<file path="src/rtl/evt_route_pkg.sv">
`timescale 1ns/1ps
package evt_route_pkg;
  localparam int CFG_W = 32;
  localparam int SEL_W = 6;
  localparam logic [CFG_W-1:0] CFG_MASK  = 32'h0000_CF3F;
  localparam logic [CFG_W-1:0] CFG_RESET = 32'h0000_8000;

  typedef enum logic [1:0] {
    ROUTE_SYNC   = 2'd0,
    ROUTE_RESYNC = 2'd1,
    ROUTE_ASYNC  = 2'd2,
    ROUTE_RSVD   = 2'd3
  } route_e;

  typedef enum logic [1:0] {
    EDGE_NONE = 2'd0,
    EDGE_RISE = 2'd1,
    EDGE_FALL = 2'd2,
    EDGE_BOTH = 2'd3
  } edge_e;

  typedef struct packed {
    logic             on_demand;
    logic             run_stby;
    edge_e            edge_sel;
    route_e           route;
    logic [SEL_W-1:0] gen_sel;
  } chan_cfg_t;

  function automatic chan_cfg_t cfg_unpack(input logic [CFG_W-1:0] w);
    chan_cfg_t c;
    c.on_demand = w[15];
    c.run_stby  = w[14];
    c.edge_sel  = edge_e'(w[11:10]);
    c.route     = route_e'(w[9:8]);
    c.gen_sel   = w[SEL_W-1:0];
    return c;
  endfunction

  function automatic logic [CFG_W-1:0] cfg_pack(input chan_cfg_t c);
    logic [CFG_W-1:0] w;
    w = '0;
    w[15]         = c.on_demand;
    w[14]         = c.run_stby;
    w[11:10]      = c.edge_sel;
    w[9:8]        = c.route;
    w[SEL_W-1:0]  = c.gen_sel;
    return w;
  endfunction
endpackage

</file>
<file path="src/rtl/evt_cfg_reg.sv">
`timescale 1ns/1ps
module evt_cfg_reg
  import evt_route_pkg::*;
#(
  parameter int CHAN_IDX = 0
) (
  input  logic             clk_i,
  input  logic             rst_ni,
  input  logic             we_i,
  input  logic [CFG_W-1:0] wdata_i,
  output chan_cfg_t        cfg_o,
  output logic [CFG_W-1:0] rdata_o
);
  localparam bit ASYNC_ONLY = (CHAN_IDX >= 4);

  chan_cfg_t cfg_q, cfg_d;

  always_comb begin
    cfg_d = cfg_unpack(wdata_i);
    if (ASYNC_ONLY) cfg_d.route = ROUTE_ASYNC;
  end

  always_ff @(posedge clk_i or negedge rst_ni) begin
    if (!rst_ni)   cfg_q <= cfg_unpack(CFG_RESET);
    else if (we_i) cfg_q <= cfg_d;
  end

  assign cfg_o   = cfg_q;
  assign rdata_o = cfg_pack(cfg_q);


  wr_readback_chk: assert property (@(posedge clk_i) disable iff (!rst_ni)
    we_i |=> (rdata_o[31:16] == '0) && (rdata_o[13:12] == '0) && (rdata_o[7:6] == '0)
             && (rdata_o[5:0] == $past(wdata_i[5:0])) && (rdata_o[15:14] == $past(wdata_i[15:14])));


  route_force_chk: assert property (@(posedge clk_i) disable iff (!rst_ni)
    ASYNC_ONLY && we_i |=> rdata_o[9:8] == 2'd2);
endmodule

</file>
<file path="src/rtl/evt_gen_mux.sv">
`timescale 1ns/1ps
module evt_gen_mux #(
  parameter int NUM_GEN = 63,
  parameter int SEL_W   = 6
) (
  input  logic [NUM_GEN:1]  gen_i,
  input  logic [SEL_W-1:0]  sel_i,
  output logic              sig_o
);
  always_comb begin
    sig_o = 1'b0;
    for (int i = 1; i <= NUM_GEN; i++) begin
      if (sel_i == SEL_W'(i)) sig_o = gen_i[i];
    end
  end
endmodule

</file>
<file path="src/rtl/evt_edge_det.sv">
`timescale 1ns/1ps
module evt_edge_det #(
  parameter int SYNC_STAGES = 2
) (
  input  logic clk_i,
  input  logic rst_ni,
  input  logic clr_i,
  input  logic en_i,
  input  logic resync_i,
  input  logic rise_en_i,
  input  logic fall_en_i,
  input  logic sig_i,
  output logic evt_o,
  output logic busy_o
);
  localparam int D = (SYNC_STAGES < 2) ? 2 : SYNC_STAGES;

  logic [D-1:0] stg_q, vld_q;
  logic         hist_q, hist_v_q, evt_q;
  logic         d, d_v, det;

  function automatic logic qual(input logic a, input logic b, input logic r, input logic f);
    return (r & a & ~b) | (f & ~a & b);
  endfunction

  assign d   = resync_i ? stg_q[D-1] : stg_q[0];
  assign d_v = resync_i ? vld_q[D-1] : vld_q[0];
  assign det = en_i & d_v & hist_v_q & qual(d, hist_q, rise_en_i, fall_en_i);

  always_ff @(posedge clk_i or negedge rst_ni) begin
    if (!rst_ni) begin
      stg_q <= '0; vld_q <= '0; hist_q <= 1'b0; hist_v_q <= 1'b0; evt_q <= 1'b0;
    end else if (clr_i) begin
      stg_q <= '0; vld_q <= '0; hist_q <= 1'b0; hist_v_q <= 1'b0; evt_q <= 1'b0;
    end else if (en_i) begin
      stg_q    <= {stg_q[D-2:0], sig_i};
      vld_q    <= {vld_q[D-2:0], 1'b1};
      hist_q   <= d;
      hist_v_q <= d_v;
      evt_q    <= det;
    end else begin
      evt_q <= 1'b0;
    end
  end

  // pending change anywhere between the input and the history flop
  logic pend;
  always_comb begin
    pend = qual(sig_i, hist_q, rise_en_i, fall_en_i);
    for (int k = 0; k < D; k++) begin
      if (resync_i || k == 0)
        pend = pend | (vld_q[k] & qual(stg_q[k], hist_q, rise_en_i, fall_en_i));
    end
  end

  assign evt_o  = evt_q;
  assign busy_o = en_i & ((hist_v_q & pend) | evt_q);


  clr_quiet_chk: assert property (@(posedge clk_i) disable iff (!rst_ni)
    clr_i |=> !evt_o);


  busy_before_evt_chk: assert property (@(posedge clk_i) disable iff (!rst_ni)
    $rose(evt_o) |-> $past(busy_o));
endmodule

</file>
<file path="src/rtl/evt_route_chan.sv">
`timescale 1ns/1ps
module evt_route_chan
  import evt_route_pkg::*;
#(
  parameter int CHAN_IDX    = 0,
  parameter int NUM_GEN     = 63,
  parameter int SYNC_STAGES = 2
) (
  input  logic               clk_i,
  input  logic               rst_ni,
  input  logic               cfg_we_i,
  input  logic [CFG_W-1:0]   cfg_wdata_i,
  output logic [CFG_W-1:0]   cfg_rdata_o,
  input  logic [NUM_GEN:1]   gen_i,
  input  logic               standby_i,
  output logic               evt_o,
  output logic               busy_o,
  output logic               clk_req_o
);
  chan_cfg_t cfg;
  logic      sel_sig, chan_en, route_ok, clocked, det_evt, det_busy;

  evt_cfg_reg #(.CHAN_IDX(CHAN_IDX)) u_cfg (
    .clk_i   (clk_i),
    .rst_ni  (rst_ni),
    .we_i    (cfg_we_i),
    .wdata_i (cfg_wdata_i),
    .cfg_o   (cfg),
    .rdata_o (cfg_rdata_o)
  );

  evt_gen_mux #(.NUM_GEN(NUM_GEN), .SEL_W(SEL_W)) u_mux (
    .gen_i (gen_i),
    .sel_i (cfg.gen_sel),
    .sig_o (sel_sig)
  );

  assign chan_en  = !(standby_i && !cfg.run_stby);
  assign route_ok = (cfg.gen_sel != '0) && (cfg.route != ROUTE_RSVD);
  assign clocked  = (cfg.route == ROUTE_SYNC) || (cfg.route == ROUTE_RESYNC);

  evt_edge_det #(.SYNC_STAGES(SYNC_STAGES)) u_edge (
    .clk_i     (clk_i),
    .rst_ni    (rst_ni),
    .clr_i     (cfg_we_i),
    .en_i      (chan_en && route_ok && clocked),
    .resync_i  (cfg.route == ROUTE_RESYNC),
    .rise_en_i (cfg.edge_sel[0]),
    .fall_en_i (cfg.edge_sel[1]),
    .sig_i     (sel_sig),
    .evt_o     (det_evt),
    .busy_o    (det_busy)
  );

  always_comb begin
    if (cfg.route == ROUTE_ASYNC) begin
      evt_o  = chan_en && route_ok && sel_sig;
      busy_o = 1'b0;
    end else begin
      evt_o  = det_evt;
      busy_o = det_busy;
    end
  end

  assign clk_req_o = chan_en && route_ok && (cfg.on_demand ? busy_o : 1'b1);


  no_gen_quiet_chk: assert property (@(posedge clk_i) disable iff (!rst_ni)
    (cfg_rdata_o[5:0] == '0) |-> !evt_o && !busy_o && !clk_req_o);


  rsvd_route_chk: assert property (@(posedge clk_i) disable iff (!rst_ni)
    (cfg_rdata_o[9:8] == 2'd3) |-> !evt_o && !busy_o && !clk_req_o);


  stby_stop_chk: assert property (@(posedge clk_i) disable iff (!rst_ni)
    (standby_i && !cfg_rdata_o[14]) |-> !evt_o && !clk_req_o);
endmodule

</file>
<file path="config.mk">
export PLATFORM = sky130hd
export DESIGN_NAME = evt_route_chan
export DESIGN_NICKNAME = d
export VERILOG_FILES = /design/src/rtl/evt_route_pkg.sv /design/src/rtl/evt_cfg_reg.sv /design/src/rtl/evt_gen_mux.sv /design/src/rtl/evt_edge_det.sv /design/src/rtl/evt_route_chan.sv
export SDC_FILE = /design/constraint.sdc
export NUM_CORES = 1
export LEC_CHECK = 0
export BUFFER_PORTS_ARGS = -buffer_cell sky130_fd_sc_hd__clkbuf_2
export CAP_MARGIN = 20
export CORE_ASPECT_RATIO = 2
export CORE_MARGIN = 2
export CORE_UTILIZATION = 38
export DETAILED_ROUTE_END_ITERATION = 7
export PLACE_DENSITY = 0.77
export SLEW_MARGIN = 10
export SYNTH_ARGS = -nofsm -noshare
export SYNTH_HDL_FRONTEND = slang
export SYNTH_SLANG_ARGS = --single-unit
export TNS_END_PERCENT = 50
</file>
<file path="constraint.sdc">
create_clock -name clk_i -period 2.05 [get_ports clk_i]
set_input_delay 0.1025 -clock clk_i [delete_from_list [all_inputs] [get_ports clk_i]]
set_output_delay 0.1025 -clock clk_i [all_outputs]
set_load 0.01 [all_outputs]
</file>
== Yosys cells after proc, flatten, opt, wreduce, memory -nomap -nowiden ==
Index checks and enable logic that the tools add are counted.

* Eq/ne operators: 66
* Muxes and demuxes: 79
* Bitwise logic cells: 35
* Reduce and logical (&&, ||, !) cells: 12

{| class="wikitable"
|+ Operator list
! operator !! number
|-
| $eq 6x6->1 const B || 32
|-
| $eq 6x5->1 const B || 16
|-
| $mux 1 || 75
|-
| $eq 6x4->1 const B || 8
|-
| $eq 6x3->1 const B || 4
|-
| $and 1x1->1 || 23
|-
| $eq 6x2->1 const B || 2
|-
| $mux 2 || 4
|-
| $or 1x1->1 || 7
|-
| $eq 6x1->1 const B || 1
|-
| $logic_and 1x1->1 || 6
|-
| $reduce_bool 6->1 || 1
|-
| $not 1->1 || 5
|-
| $eq 2x1->1 const B || 1
|-
| $eq 2x2->1 const B || 1
|-
| $logic_not 1->1 || 2
|-
| $logic_not 2->1 || 1
|-
| $ne 2x2->1 const B || 1
|-
| $reduce_bool 2->1 || 1
|-
| $logic_or 1x1->1 || 1
|}

* Register bits after elaboration: 19
* Bits of input ports: 99
* Output and inout port bits: 35
* Logic and storage cells: 202

== Longest topological paths before layout ==
* Depth in word-level cells: 77
* Gate-level depth with buffers: 11
* Depth with buffers taken out: 8

== Modules after synthesis ==
From an unflattened synthesis, not the netlist that was laid out.

* Cells, all modules: 262
* Area, all modules: 2188.3 um2

{| class="wikitable"
|+ Modules (own cells, without submodules)
! module !! times used !! cells each !! area each (um2) !! seq. area each (um2)
|-
| evt_gen_mux || 1 || 152 || 987.2 || 0.0
|-
| evt_cfg_reg || 1 || 58 || 729.4 || 301.5
|-
| evt_edge_det || 1 || 39 || 367.9 || 175.2
|-
| evt_route_chan || 1 || 13 || 103.8 || 0.0
|}

== Worst setup path after synthesis ==
Ideal clock, no wire load.

* Path kind: reg2out
* Start: reg u_cfg.cfg_q, in the netlist u_cfg.cfg_o[1]
* End: out clk_req_o
* Data arrival time: 2187 ps
* Data required time: 1947 ps
* Path slack: -240 ps
* Cell stages (with the launch flop): 11
* Buffers on the path: 3
* Path through: dfrtp_1 > buf_4 > buf_2 > buf_4 > nor4_1 > a311oi_1 > o32ai_2 > nor4b_1 > a21bo_1 > a211oi_1 > o21ai_0

* Word-level cells in the longest chain between the ends: 77
* Elaborated cells on any way between the ends: 145
* Classes of those cells: 63 x eq/ne; 66 x mux; 11 x bitwise; 5 x reduce/logical

{| class="wikitable"
|+ RTL lines
! element !! line !! RTL
|-
| start, declared || evt_cfg_reg.sv:16 || <nowiki>chan_cfg_t cfg_q, cfg_d;</nowiki>
|-
| start signal, assigned || evt_cfg_reg.sv:24 || <nowiki>if (!rst_ni) cfg_q <= cfg_unpack(CFG_RESET);</nowiki>
|-
| start signal, assigned || evt_cfg_reg.sv:25 || <nowiki>else if (we_i) cfg_q <= cfg_d;</nowiki>
|-
| $eq 6x1->1 || evt_gen_mux.sv:13 || <nowiki>if (sel_i == SEL_W'(i)) sig_o = gen_i[i];</nowiki>
|-
| $mux 1 (63 in series) || evt_gen_mux.sv:13 ||
|-
| $not 1->1 || evt_edge_det.sv:23 || <nowiki>return (r & a & ~b) | (f & ~a & b);</nowiki>
|-
| $and 1x1->1 (2 in series) || evt_edge_det.sv:23 ||
|-
| $or 1x1->1 || evt_edge_det.sv:23 ||
|-
| $or 1x1->1 (2 in series) || evt_edge_det.sv:52 || <nowiki>pend = pend | (vld_q[k] & qual(stg_q[k], hist_q, rise_en_i, fall_en_i));</nowiki>
|-
| $mux 1 || evt_edge_det.sv:51 || <nowiki>if (resync_i || k == 0)</nowiki>
|-
| $and 1x1->1 || evt_edge_det.sv:57 || <nowiki>assign busy_o = en_i & ((hist_v_q & pend) | evt_q);</nowiki>
|-
| $or 1x1->1 || evt_edge_det.sv:57 ||
|-
| $and 1x1->1 || evt_edge_det.sv:57 ||
|-
| $mux 1 || evt_route_chan.sv:56 || <nowiki>if (cfg.route == ROUTE_ASYNC) begin</nowiki>
|-
| $mux 1 || evt_route_chan.sv:65 || <nowiki>assign clk_req_o = chan_en && route_ok && (cfg.on_demand ? busy_o : 1'b1);</nowiki>
|-
| $logic_and 1x1->1 * || evt_route_chan.sv:65 ||
|-
| end, declared || evt_route_chan.sv:18 || <nowiki>output logic clk_req_o</nowiki>
|}

Every way passes the cells marked *; elsewhere a longest branch is shown, timed or not.

== Worst setup path after layout ==
* Start: reg u_cfg.cfg_q, in the netlist u_cfg.cfg_o[4]
* End: out clk_req_o

Same word-level chain as after synthesis.

==> impl_summary.md <==
Run status
The run finished, with violations left. The checks that failed: negative setup slack.

Cells and area
The number of inserted filler cells in the final layout is 421. The area of all placed cells without fillers is 2990 sq um. The antenna diode count is 0. The number of nets in the finished design is 458.

The relative area change from synthesis to final layout is 52.8%. The fraction of the core area covered by cells at the end of the flow is 0.592. The share of post-route cells with drive strength above 1 is 0.559. Once layout is complete, the cells apart from fillers number 416.

Critical path
In this design, the largest share of critical-path delay is due to simple AND/OR/NAND/NOR gates. The number of buffer and inverter instances along the worst setup path is 3. Traced cell by cell, the critical path runs through buf_6 > buf_4 > nor4bb_2 > o21ai_0 > and4_4 > o32ai_4 > nor4b_4 > a21oi_2 > a211oi_2 > o21ai_1 > buf_2. The peak fanout along the critical path is 4. The slowest library cell on the worst path is sky130_fd_sc_hd__dfrtp_2.

STA classifies the critical path endpoint as an output port. The setup path with the least slack is of type flop to output port. The kind of start point of the critical path is a flop. The largest single stage delay on the critical path is 0.47 ns. The required time reported for the critical path endpoint is 1.95 ns. The worst register-to-register path begins at u_cfg.cfg_o[2]. The launch point of the worst path is u_cfg.cfg_o[4].

For the worst setup path, the data arrival time is 2.57 ns.

Floorplanning
The count of boundary I/O pins is 134. The floorplan die area is 5770 sq um. The area of the placeable core is 5050 sq um. The die height is 105 um.

The width of the die is 54.7 um. The starting density of the core is 0.388. The floorplan has 37 rows.

Flow run
Across the run, the number of max-cap violations was 0.

Synth
The flop and latch count out of synthesis is 19. Of the synthesized area, sequential elements account for 0.244. The share of synthesized area in the top cell type comes to 0.230.

The proportion of register bits with asynchronous set or reset after synthesis is 1.00. The synthesized area per cell is 8.50 sq um. In this run the cell area of the synthesized design comes to 1960 sq um.

By area the synthesized netlist is led by sky130_fd_sc_hd__dfrtp_1, sky130_fd_sc_hd__buf_4, sky130_fd_sc_hd__mux2_2. In this run, distinct cell masters in the synthesized netlist total 59. The largest total area in the synthesized netlist belongs to sky130_fd_sc_hd__dfrtp_1.

The dominant register cell in the synthesized netlist is sky130_fd_sc_hd__dfrtp_1. The number of cells produced by synthesis is 230. The count of yosys warnings during synthesis is 0. The number of enable-type register cells in the synthesized netlist is 0.

Pwr
Across the VDD grid, the largest voltage drop is 0.000503 V. The power density normalized to cell area is 492 nW/um^2. The static leakage is 1.44 nW.

Worst hold path
The startpoint of the worst hold path is cfg_wdata_i[4]. In this run the worst hold path is classified as input pin to flop.

Placed design
The number of port buffers is 93. The estimated wirelength of the detail-placed design is 4.79 mm. The post-place instance area is 2620 sq um.

After detailed placement, the design holds a cell count of 401. The final weighted congestion in routability-driven placement is 0.871. OpenSTA, run right after detailed placement, puts the worst setup slack at -0.411 ns.

Clock tree
The longest clock path from root to sink contains 2 buffers. CTS built an H-tree with a depth of 1. After clock tree synthesis, the clock-pin slew on the worst setup and hold paths is 0.07 ns. The TritonCTS clock tree is yes. The later-pin clock latency in the skew report is 0.26 ns. Counting the buffers created by CTS gives 3. The root buffer cell chosen for the clock tree is sky130_fd_sc_hd__clkbuf_8. Clock tree synthesis found a total of 19 sinks.

STA
Setup slack on the critical path of the routed design comes to -0.618 ns. The routed design could run at a clock period as short as 2.67 ns. The worst clock skew is 0.00879 ns.

Setup violations remaining at the end of the flow were counted as 4. The number of hold-slack violations in the final timing report came to 0. The worst hold slack is 0.0552 ns.

Setup repair after global routing could not meet its margin everywhere. The count of pins over their slew limit is 0. Dividing the final minimum period by the clock period gives 1.30. The top achievable clock speed is 0.375 GHz.

Global route
Entering global routing, the biggest net connects 24 pins. The first global-routing pass estimated 9.88 mm of wire. The number of antenna violations at the first check in global routing is 0. The number of global-route vias before repair is 2232. The total overflow reported by the global router is 0. In the global route stage, overall resource usage came out at 0.222.

Route
The routed wire length is 6.73 mm. After detailed routing, the number of remaining DRC violations is 0. The detail-routed via count per cell is 5.44. The average wire length per cell after detail routing is 16.2 um. The pre-antenna-repair detailed-routing pass consisted of 4 iterations. Once detail routing completed, the nets flagged for antenna violations numbered 0. Across all layers, the routed design uses 2261 vias. The iteration-0 DRC count of the detailed router is 74.
[worst paths after layout]
path	to	slack, ns	cells past startpoint
hold reg to reg	u_cfg.cfg_o[10]	0.54	1
max in group asynchronous	u_cfg.cfg_o[11]	1.35	2
min in group asynchronous	u_cfg.cfg_o[5]	0.34	2
setup / recovery	clk_req_o	-0.62	11
setup reg to reg	u_edge.stg_q[0]	-0.40	9
hold / removal	u_cfg.cfg_o[4]	0.06	3
[synthesized netlist by cell type (2+ instances only)]
library cell                number
sky130_fd_sc_hd__o211ai_1        2
sky130_fd_sc_hd__mux2i_1        13
sky130_fd_sc_hd__o41ai_1         2
sky130_fd_sc_hd__a31oi_1         4
sky130_fd_sc_hd__a21oi_1         4
sky130_fd_sc_hd__and2_1          2
sky130_fd_sc_hd__a41oi_1         2
sky130_fd_sc_hd__and3_1          2
sky130_fd_sc_hd__nand2b_1        5
sky130_fd_sc_hd__o21ai_0        12
sky130_fd_sc_hd__nor2b_1         5
sky130_fd_sc_hd__a22oi_1         2
sky130_fd_sc_hd__nor4b_1         3
sky130_fd_sc_hd__nand4b_1        2
sky130_fd_sc_hd__or3_1           4
sky130_fd_sc_hd__a211o_1         4
sky130_fd_sc_hd__or4_1           3
sky130_fd_sc_hd__mux2_2         12
sky130_fd_sc_hd__buf_4          26
sky130_fd_sc_hd__a211oi_1        8
sky130_fd_sc_hd__nor2_1         13
sky130_fd_sc_hd__nor4bb_1        3
sky130_fd_sc_hd__buf_2           6
sky130_fd_sc_hd__nand4bb_1       2
sky130_fd_sc_hd__nand3_1         2
sky130_fd_sc_hd__and4b_1         3
sky130_fd_sc_hd__o31ai_1         2
sky130_fd_sc_hd__nor3_1          2
sky130_fd_sc_hd__nand3b_1        4
sky130_fd_sc_hd__nand2_1        20
sky130_fd_sc_hd__and4_1          2
sky130_fd_sc_hd__inv_1           5
sky130_fd_sc_hd__dfrtp_1        18
sky130_fd_sc_hd__buf_6           2
sky130_fd_sc_hd__clkbuf_1        5
[sequential cells by signal, indices dropped and copies added (netlist names)]
| name | flops |
|---|---|
| u_edge.hist_v_q | 1 |
| u_edge.evt_o | 1 |
| u_edge.stg_q | 2 |
| u_cfg.cfg_o | 12 |
| u_edge.hist_q | 1 |
| u_edge.vld_q | 2 |
[report_power, final]
part | leakage (nW) | internal (mW) | switching, mW
sequential | 0.229 | 0.413 | 0.0511
clock | 0.0228 | 0.138 | 0.125
combinational | 1.19 | 0.383 | 0.359
[cell usage in the layout, fill, tap and decap left out, types with 7 or more instances in the layout]
master and instances:
sky130_fd_sc_hd__nand2_1 20, sky130_fd_sc_hd__dfrtp_1 13, sky130_fd_sc_hd__o21ai_0 10, sky130_fd_sc_hd__buf_6 7, sky130_fd_sc_hd__buf_4 42, sky130_fd_sc_hd__clkbuf_2 90, sky130_fd_sc_hd__mux2_2 12, sky130_fd_sc_hd__mux2i_1 13
sky130_fd_sc_hd__conb_1 20, sky130_fd_sc_hd__nor2_1 13
[layer usage]
| metal | track usage | part of all wire | vias up |
|---|---|---|---|
| li1 | - | - | 1081 |
| met1 | 0.288 | 0.38 | 1048 |
| met2 | 0.365 | 0.53 | 117 |
| met3 | 0.0326 | 0.075 | 15 |
| met4 | 0.0643 | 0.021 | 0 |
| met5 | 0 | 0 | - |
[through the flow]
stage	TNS [ns]	power (mW)
6_report	-2.18	1.47
5_1_grt	-2.58	1.55
4_1_cts	-1.92	1.36
3_5_place_dp	-1.66	1.06
3_3_place_gp	-1.33	1.04
2_1_floorplan	-0.490	0.826
[cells by family (layout without fill, tap and decap cells)]
| kind of cell | Yosys count | after routing | synth area share |
|---|---|---|---|
| AOI/OAI and AO/OA | 57 | 57 | 0.212 |
| DFF | 19 | 19 | 0.244 |
| other | 1 | 20 | 0.00192 |
| and+or+nand+nor | 83 | 83 | 0.258 |
| muxes | 25 | 25 | 0.136 |
| buffers and inverters | 45 | 154 | 0.148 |
[final cells by class]
type                       instances  area, sq um  area share
tap                               58         72.6      0.0243
multi-input combinational        185         1480       0.494
sequential                        19          483       0.162
timing repair buffer             144          890       0.298
inverter                           6         22.5     0.00754
clock buffer                       4         45.0      0.0151
[timing repair]
| item | in CTS | in global routing |
|---|---|---|
| pin swaps | 9 | 19 |
| hold buffers | 1 | 0 |
| setup endpoints to repair | 9 | 10 |
| gates resized for setup | 14 | 39 |
| setup buffers | 3 | 7 |
| hold endpoints to repair | 18 | 0 |
[tightest hold or removal path, cell delays in order]
cell and delay [ns]:
sky130_fd_sc_hd__clkbuf_2 0.08, sky130_fd_sc_hd__nand2_1 0.04, sky130_fd_sc_hd__o21ai_0 0.06
(Power assumes the default switching activity.)
